## src/rtl/ledctl_pkg.sv

```systemverilog
package ledctl_pkg;

    localparam int LED_N = 4;

    typedef enum logic {
        MODE_SCROLL = 1'b0,
        MODE_TOGGLE = 1'b1
    } led_mode_e;

    typedef struct packed {
        logic             dir_down;
        logic             override;
        logic [LED_N-1:0] vsw;
        logic [LED_N-1:0] vbtn;
    } vio_t;

    // one position of a circular one-hot walk
    function automatic logic [LED_N-1:0] rot_step(input logic [LED_N-1:0] v,
                                                  input logic             down);
        logic [LED_N-1:0] r;
        if (down) r = {v[0], v[LED_N-1:1]};
        else      r = {v[LED_N-2:0], v[LED_N-1]};
        return r;
    endfunction

endpackage

```

## src/rtl/led_step_gen.sv

```systemverilog
module led_step_gen #(
    parameter int STEP_DIV = 4
) (
    input  logic clk,
    input  logic rst,
    input  logic en_i,
    input  logic tick_i,
    output logic step_o
);
    localparam int DIV_W = (STEP_DIV > 1) ? $clog2(STEP_DIV) : 1;
    localparam logic [DIV_W-1:0] LAST = DIV_W'(STEP_DIV - 1);

    logic [DIV_W-1:0] div_q;

    always_ff @(posedge clk) begin
        if (rst)
            div_q <= '0;
        else if (en_i && tick_i)
            div_q <= (div_q == LAST) ? '0 : div_q + 1'b1;
    end

    assign step_o = en_i && tick_i && (div_q == LAST);


    div_range_chk: assert property (@(posedge clk) disable iff (rst)
        div_q <= LAST);


    div_hold_chk: assert property (@(posedge clk) disable iff (rst)
        !(en_i && tick_i) |=> $stable(div_q));

endmodule

```

## src/rtl/led_idle_timer.sv

```systemverilog
module led_idle_timer #(
    parameter int TIMEOUT_CYC = 16_650_000,
    parameter int CNT_W       = 24
) (
    input  logic             clk,
    input  logic             rst,
    input  logic             press_any_i,
    input  logic             active_i,
    output logic             expire_o,
    output logic [CNT_W-1:0] cnt_o
);
    localparam logic [CNT_W-1:0] RELOAD = CNT_W'(TIMEOUT_CYC - 1);

    logic [CNT_W-1:0] cnt_q;

    always_ff @(posedge clk) begin
        if (rst)
            cnt_q <= '0;
        else if (press_any_i)
            cnt_q <= RELOAD;
        else if (active_i && cnt_q != '0)
            cnt_q <= cnt_q - 1'b1;
    end

    assign expire_o = active_i && !press_any_i && (cnt_q == '0);
    assign cnt_o    = cnt_q;


    reload_chk: assert property (@(posedge clk) disable iff (rst)
        press_any_i |=> cnt_q == RELOAD);


    countdown_chk: assert property (@(posedge clk) disable iff (rst)
        (!press_any_i && active_i && cnt_q != '0) |=> cnt_q == $past(cnt_q) - 1'b1);

endmodule

```

## src/rtl/led_pattern.sv

```systemverilog
module led_pattern
    import ledctl_pkg::*;
(
    input  logic             clk,
    input  logic             rst,
    input  logic [LED_N-1:0] press_i,
    input  logic             step_i,
    input  logic             dir_down_i,
    input  logic             expire_i,
    output led_mode_e        mode_o,
    output logic [LED_N-1:0] pos_o,
    output logic [LED_N-1:0] tog_o
);
    led_mode_e        mode_q;
    logic [LED_N-1:0] pos_q;
    logic [LED_N-1:0] tog_q;
    logic             press_any;

    assign press_any = |press_i;

    always_ff @(posedge clk) begin
        if (rst) begin
            mode_q <= MODE_SCROLL;
            pos_q  <= LED_N'(1);
            tog_q  <= '0;
        end else begin
            if (press_any)
                mode_q <= MODE_TOGGLE;
            else if (expire_i)
                mode_q <= MODE_SCROLL;

            if (mode_q == MODE_SCROLL && step_i)
                pos_q <= rot_step(pos_q, dir_down_i);

            if (press_any)
                tog_q <= (mode_q == MODE_SCROLL) ? '0 : (tog_q ^ press_i);
        end
    end

    assign mode_o = mode_q;
    assign pos_o  = pos_q;
    assign tog_o  = tog_q;


    pos_onehot_chk: assert property (@(posedge clk) disable iff (rst)
        $countones(pos_q) == 1);


    down_wrap_chk: assert property (@(posedge clk) disable iff (rst)
        (mode_q == MODE_SCROLL && step_i && dir_down_i && pos_q[0]) |=> pos_q[LED_N-1]);


    enter_clear_chk: assert property (@(posedge clk) disable iff (rst)
        (mode_q == MODE_SCROLL && press_any) |=> (tog_q == '0 && mode_q == MODE_TOGGLE));


    frozen_chk: assert property (@(posedge clk) disable iff (rst)
        (mode_q == MODE_TOGGLE) |=> $stable(pos_q));


    flip_chk: assert property (@(posedge clk) disable iff (rst)
        (mode_q == MODE_TOGGLE && press_any) |=> tog_q == ($past(tog_q) ^ $past(press_i)));


    press_wins_chk: assert property (@(posedge clk) disable iff (rst)
        press_any |=> mode_q == MODE_TOGGLE);

endmodule

```

## src/rtl/led_scroll_toggle_ctrl.sv

```systemverilog
module led_scroll_toggle_ctrl
    import ledctl_pkg::*;
#(
    parameter int TIMEOUT_CYC = 16_650_000,
    parameter int STEP_DIV    = 4
) (
    input  logic       clk,
    input  logic       rst,
    input  logic [3:0] press_i,
    input  logic       step_tick_i,
    input  logic       scroll_dir_i,
    input  logic       override_i,
    input  logic [3:0] vsw_i,
    input  logic [3:0] vbtn_i,
    output logic [3:0] led_o,
    output logic [3:0] idle_cnt_o
);
    localparam int RAW_W = $clog2(TIMEOUT_CYC);
    localparam int CNT_W = (RAW_W < 4) ? 4 : RAW_W;

    vio_t             vio;
    led_mode_e        mode;
    logic [LED_N-1:0] pos;
    logic [LED_N-1:0] tog;
    logic             step;
    logic             expire;
    logic [CNT_W-1:0] cnt;

    assign vio = '{dir_down: scroll_dir_i, override: override_i,
                   vsw: vsw_i, vbtn: vbtn_i};

    led_step_gen #(.STEP_DIV(STEP_DIV)) i_step (
        .clk    (clk),
        .rst    (rst),
        .en_i   (mode == MODE_SCROLL),
        .tick_i (step_tick_i),
        .step_o (step)
    );

    led_idle_timer #(.TIMEOUT_CYC(TIMEOUT_CYC), .CNT_W(CNT_W)) i_timer (
        .clk         (clk),
        .rst         (rst),
        .press_any_i (|press_i),
        .active_i    (mode == MODE_TOGGLE),
        .expire_o    (expire),
        .cnt_o       (cnt)
    );

    led_pattern i_pat (
        .clk        (clk),
        .rst        (rst),
        .press_i    (press_i),
        .step_i     (step),
        .dir_down_i (vio.dir_down),
        .expire_i   (expire),
        .mode_o     (mode),
        .pos_o      (pos),
        .tog_o      (tog)
    );

    always_comb begin
        if (vio.override)
            led_o = vio.vsw ^ vio.vbtn;
        else if (mode == MODE_SCROLL)
            led_o = pos;
        else
            led_o = tog;
    end

    assign idle_cnt_o = cnt[CNT_W-1 -: 4];


    return_chk: assert property (@(posedge clk) disable iff (rst)
        expire |=> (mode == MODE_SCROLL && $stable(pos)));


    scroll_led_chk: assert property (@(posedge clk) disable iff (rst)
        (!override_i && mode == MODE_SCROLL) |-> $countones(led_o) == 1);

endmodule

```

## config.mk

```make
export PLATFORM = sky130hd
export DESIGN_NAME = led_scroll_toggle_ctrl
export DESIGN_NICKNAME = d
export VERILOG_FILES = /design/src/rtl/ledctl_pkg.sv /design/src/rtl/led_step_gen.sv /design/src/rtl/led_idle_timer.sv /design/src/rtl/led_pattern.sv /design/src/rtl/led_scroll_toggle_ctrl.sv
export SDC_FILE = /design/constraint.sdc
export NUM_CORES = 1
export LEC_CHECK = 0
export ABC_AREA = 1
export BUFFER_PORTS_ARGS = -buffer_cell sky130_fd_sc_hd__buf_2
export CAP_MARGIN = 20
export CORE_MARGIN = 1.5
export CORE_UTILIZATION = 60
export CTS_BUF_LIST = sky130_fd_sc_hd__clkbuf_8
export CTS_CLUSTER_SIZE = 14
export DETAILED_ROUTE_END_ITERATION = 12
export GPL_TIMING_DRIVEN = 0
export HOLD_SLACK_MARGIN = 0.05
export PLACE_DENSITY = 0.89
export SYNTH_ARGS = -nofsm -noshare
export SYNTH_HDL_FRONTEND = slang
export SYNTH_SLANG_ARGS = --single-unit
export TNS_END_PERCENT = 100
```

## constraint.sdc

```tcl
create_clock -name clk -period 3.1 [get_ports clk]
set_input_delay 0.155 -clock clk [delete_from_list [all_inputs] [get_ports clk]]
set_output_delay 0.155 -clock clk [all_outputs]
set_load 0.005 [all_outputs]
```

==> flow_metrics.env <==
export IMPL_clk_pin_slew_ns=0.07
export IMPL_end_kind="flip-flop"
export IMPL_leakagePower_uw=0.001190
export IMPL_comb_power_share_pct=13.8
export IMPL_syn_nets=353
export IMPL_grt_overflow=0
export IMPL_met1_length_um=2164
export IMPL_num_vias=2247
export IMPL_cts_setup_buffers=0
export IMPL_cts_hold_buffers=0
export IMPL_drv_cap=0
export IMPL_slew_headroom_pct=70.11
export IMPL_cp_arrival_ns=2.10
export IMPL_antenna_found_initial=0
export IMPL_grt_pass1_vias=1996
export IMPL_startpoint_type="flip-flop"
export IMPL_clock_sinks=35
export IMPL_finalHoldViolCount=0
export IMPL_worst_slew_pin_slew_ns=0.4467
export IMPL_dieHeight_um=64.12
export IMPL_ys_warn_count=0
export IMPL_port_buffers=23
export IMPL_synth_top_cell_by_area="dfxtp_1"
export IMPL_vdd_drop_max_uv=322.9
export IMPL_drv_slew=0
export IMPL_crit_fanout=10
export IMPL_place_congestion=0.9369
export IMPL_swShare_pct=25.72
export IMPL_synth_top_family_by_area="simple AND/OR/NAND/NOR gates"
export IMPL_yosys_cell_types_count=33
export IMPL_grt_max_degree=13
export IMPL_fin_crit_ns=1.903
export IMPL_synth_edff_count=0
export IMPL_clockPowerShare_pct=43.6
export IMPL_syn_avg_cell_area_um2=6.709
export IMPL_clk_latency_ns=0.30
export IMPL_grt_pass1_wl_um=8507
export IMPL_ys_ff_latch=35
export IMPL_syn2layout_area_growth_pct=13.90
export IMPL_cts_tree="done"
export IMPL_synthFlopType="dfxtp_1"
export IMPL_max_clock_path_buffers=2
export IMPL_rows=22
export IMPL_cts_resized=0
export IMPL_synth_top_area_share_pct=31.27
export IMPL_fin_crit_sh_pct=61.40
export IMPL_design_power_total_uw=1148
export IMPL_wl_met2_um=2450
export IMPL_drc=0
export IMPL_yosys_mux_area_fraction_pct=0
export IMPL_n_antenna_cell=0
export IMPL_fmax_ghz=0.5254
export IMPL_rsz0062_at_grt="no"
export IMPL_ios=25
export IMPL_mappedNetlistArea_um2=2241
export IMPL_powerDensity_nw_per_um2=449.7
export IMPL_finClkSkew_ns=0.005677
export IMPL_drtAntennaViolNets=0
export IMPL_htree_levels=2
export IMPL_p_int_uw=852.6
export IMPL_min_path_type="in -> reg"
export IMPL_syn_inst=334
export IMPL_vias_per_cell=5.441
export IMPL_core_area_um2=3633
export IMPL_synth_compound_area_share_pct=10.16
export IMPL_post_dp_hpwl_um=3822
export IMPL_synth_most_common_cell="nand2_1"
export IMPL_dieArea_um2=4111
export IMPL_yosys_area_share_adder_pct=1.117
export IMPL_whs_ns=0.1152
export IMPL_drive_gt1_share_pct=16.99
export IMPL_die_w_um=64.12
export IMPL_numCtsBuffers=5
export IMPL_yosys_area_share_simple_pct=40.42
export IMPL_grt_usage_pct=26.10
export IMPL_drtIter0Drc=170
export IMPL_required_ns=3.30
export IMPL_post_drt_wl_per_cell_um=12.26
export IMPL_dr_pass1_iters=5
export IMPL_criticalPathCategory="reg -> reg"
export IMPL_status="finished, final reports clean"
export IMPL_totalWireLength_um=5062
export IMPL_wl_met3_um=328
export IMPL_synth_common_cells="64 x nand2_1, 57 x nor2_1, 43 x inv_1, 35 x dfxtp_1, 22 x nand3_1"
export IMPL_finalSetupTns_ns=0
export IMPL_final_setup_viol_count=0
export IMPL_ys_async_sr_fraction_pct=0
export IMPL_synthTopCellsByArea="dfxtp_1 31%, nand2_1 11%, nor2_1 9.5%, inv_1 7.2%, nand3_1 4.9%"
export IMPL_initial_utilization_pct=61.67
export IMPL_finish_net_count=383
export IMPL_top_layer="met4"
export IMPL_seq_power_share_pct=42.6
export IMPL_synth_seq_area_share_pct=31.27
export IMPL_cts_root_buffer="clkbuf_8"
export IMPL_synth_xor_area_share_pct=6.253
export IMPL_p_switching_uw=295.2
routing by layer:
layer,global-route usage (%),up-vias
met4,10.11,0
li1,-,1133
met1,31.90,1002
met2,45.05,96
met3,5.106,16
met5,0,-
kinds of logic (layout without fill, tap and decap cells):
kind of cell | Yosys count | in the layout
simple gates | 185 | 185
compound gates | 40 | 40
xor+xnor | 16 | 16
fa+ha+maj | 2 | 2
flops | 35 | 35
buf+inv | 56 | 87
power by group through the flow:
| stage | clock network [uW] | registers [uW] | logic [uW] |
|---|---|---|---|
| floorplan | 0 | 493 | 114 |
| global placement | 0 | 498 | 151 |
| detailed placement | 0 | 499 | 156 |
| CTS | 504 | 488 | 158 |
| global route | 523 | 492 | 176 |
| finish | 501 | 489 | 158 |
stage by stage:
stage               utilization [%]  std cells  worst slack [ns]  area [um^2]
floorplan                         -        334             1.479         2241
CTS                           70.25        413             1.210         2552
global placement              66.49        405             1.257         2416
global route                  70.25        413             1.085         2552
finish                        70.25        413             1.197         2552
detailed placement            66.49        405             1.227         2416
final cells by class:
| cell class | count | area [um^2] |
|---|---|---|
| buffer | 11 | 72.57 |
| clock buffer | 5 | 68.82 |
| clock inverter | 3 | 67.56 |
| fill | 320 | 1081 |
| inverter | 45 | 168.9 |
| multi-input combinational | 243 | 1299 |
| sequential | 35 | 700.7 |
| tap | 48 | 60.06 |
| timing repair buffer | 23 | 115.1 |
cells in the final DEF (no fill, tap or decap), drive strengths merged:
cell / Yosys / layout
a31oi: 1 / 1
clkinv: 2 / 2
dfxtp: 35 / 35
clkinvlp: 0 / 1
clkbuf: 3 / 8
nand3: 31 / 31
bufinv: 0 / 2
nor2: 62 / 62
nand4: 17 / 17
and3: 1 / 1
ha: 2 / 2
buf: 8 / 31
nor3: 2 / 2
o211a: 1 / 1
a21oi: 19 / 19
o211ai: 2 / 2
o21ai: 13 / 13
o22ai: 4 / 4
inv: 43 / 43
xor2: 5 / 5
nand2: 71 / 71
nand3b: 1 / 1
xnor2: 11 / 11
worst max-delay path, stage by stage, from the launching register on:
cell and delay [ns]:
dfxtp_1 0.34, inv_1 0.10, ha_1 0.31, nand2_2 0.16, nor2_8 0.19, nand2_4 0.07, nand2_4 0.10, nand2_4 0.08
buf_6 0.18, nand3_2 0.07, nand3_1 0.08, nand2_1 0.07, inv_1 0.04
sequential cells by signal, indices dropped and copies added (netlist names):
register and flops:
i_timer.cnt_o 24, i_pat.mode_o 1, i_pat.tog_o 4, i_step.div_q 2
i_pat.pos_o 4
path summary, 6_finish.rpt:
| check | from | end | slack, ns | cells after the start |
|---|---|---|---|---|
| setup reg to reg | i_timer.cnt_o[0]$_SDFFE_PP0P_ | i_timer.cnt_o[17]$_SDFFE_PP0P_ | 1.20 | 12 |
| hold reg to reg | i_timer.cnt_o[5]$_SDFFE_PP0P_ | i_timer.cnt_o[5]$_SDFFE_PP0P_ | 0.49 | 2 |
| setup / recovery | i_timer.cnt_o[0]$_SDFFE_PP0P_ | i_timer.cnt_o[17]$_SDFFE_PP0P_ | 1.20 | 12 |
| hold / removal | rst | i_timer.cnt_o[2]$_SDFFE_PP0P_ | 0.12 | 2 |
Power figures use the tool's default switching activity.
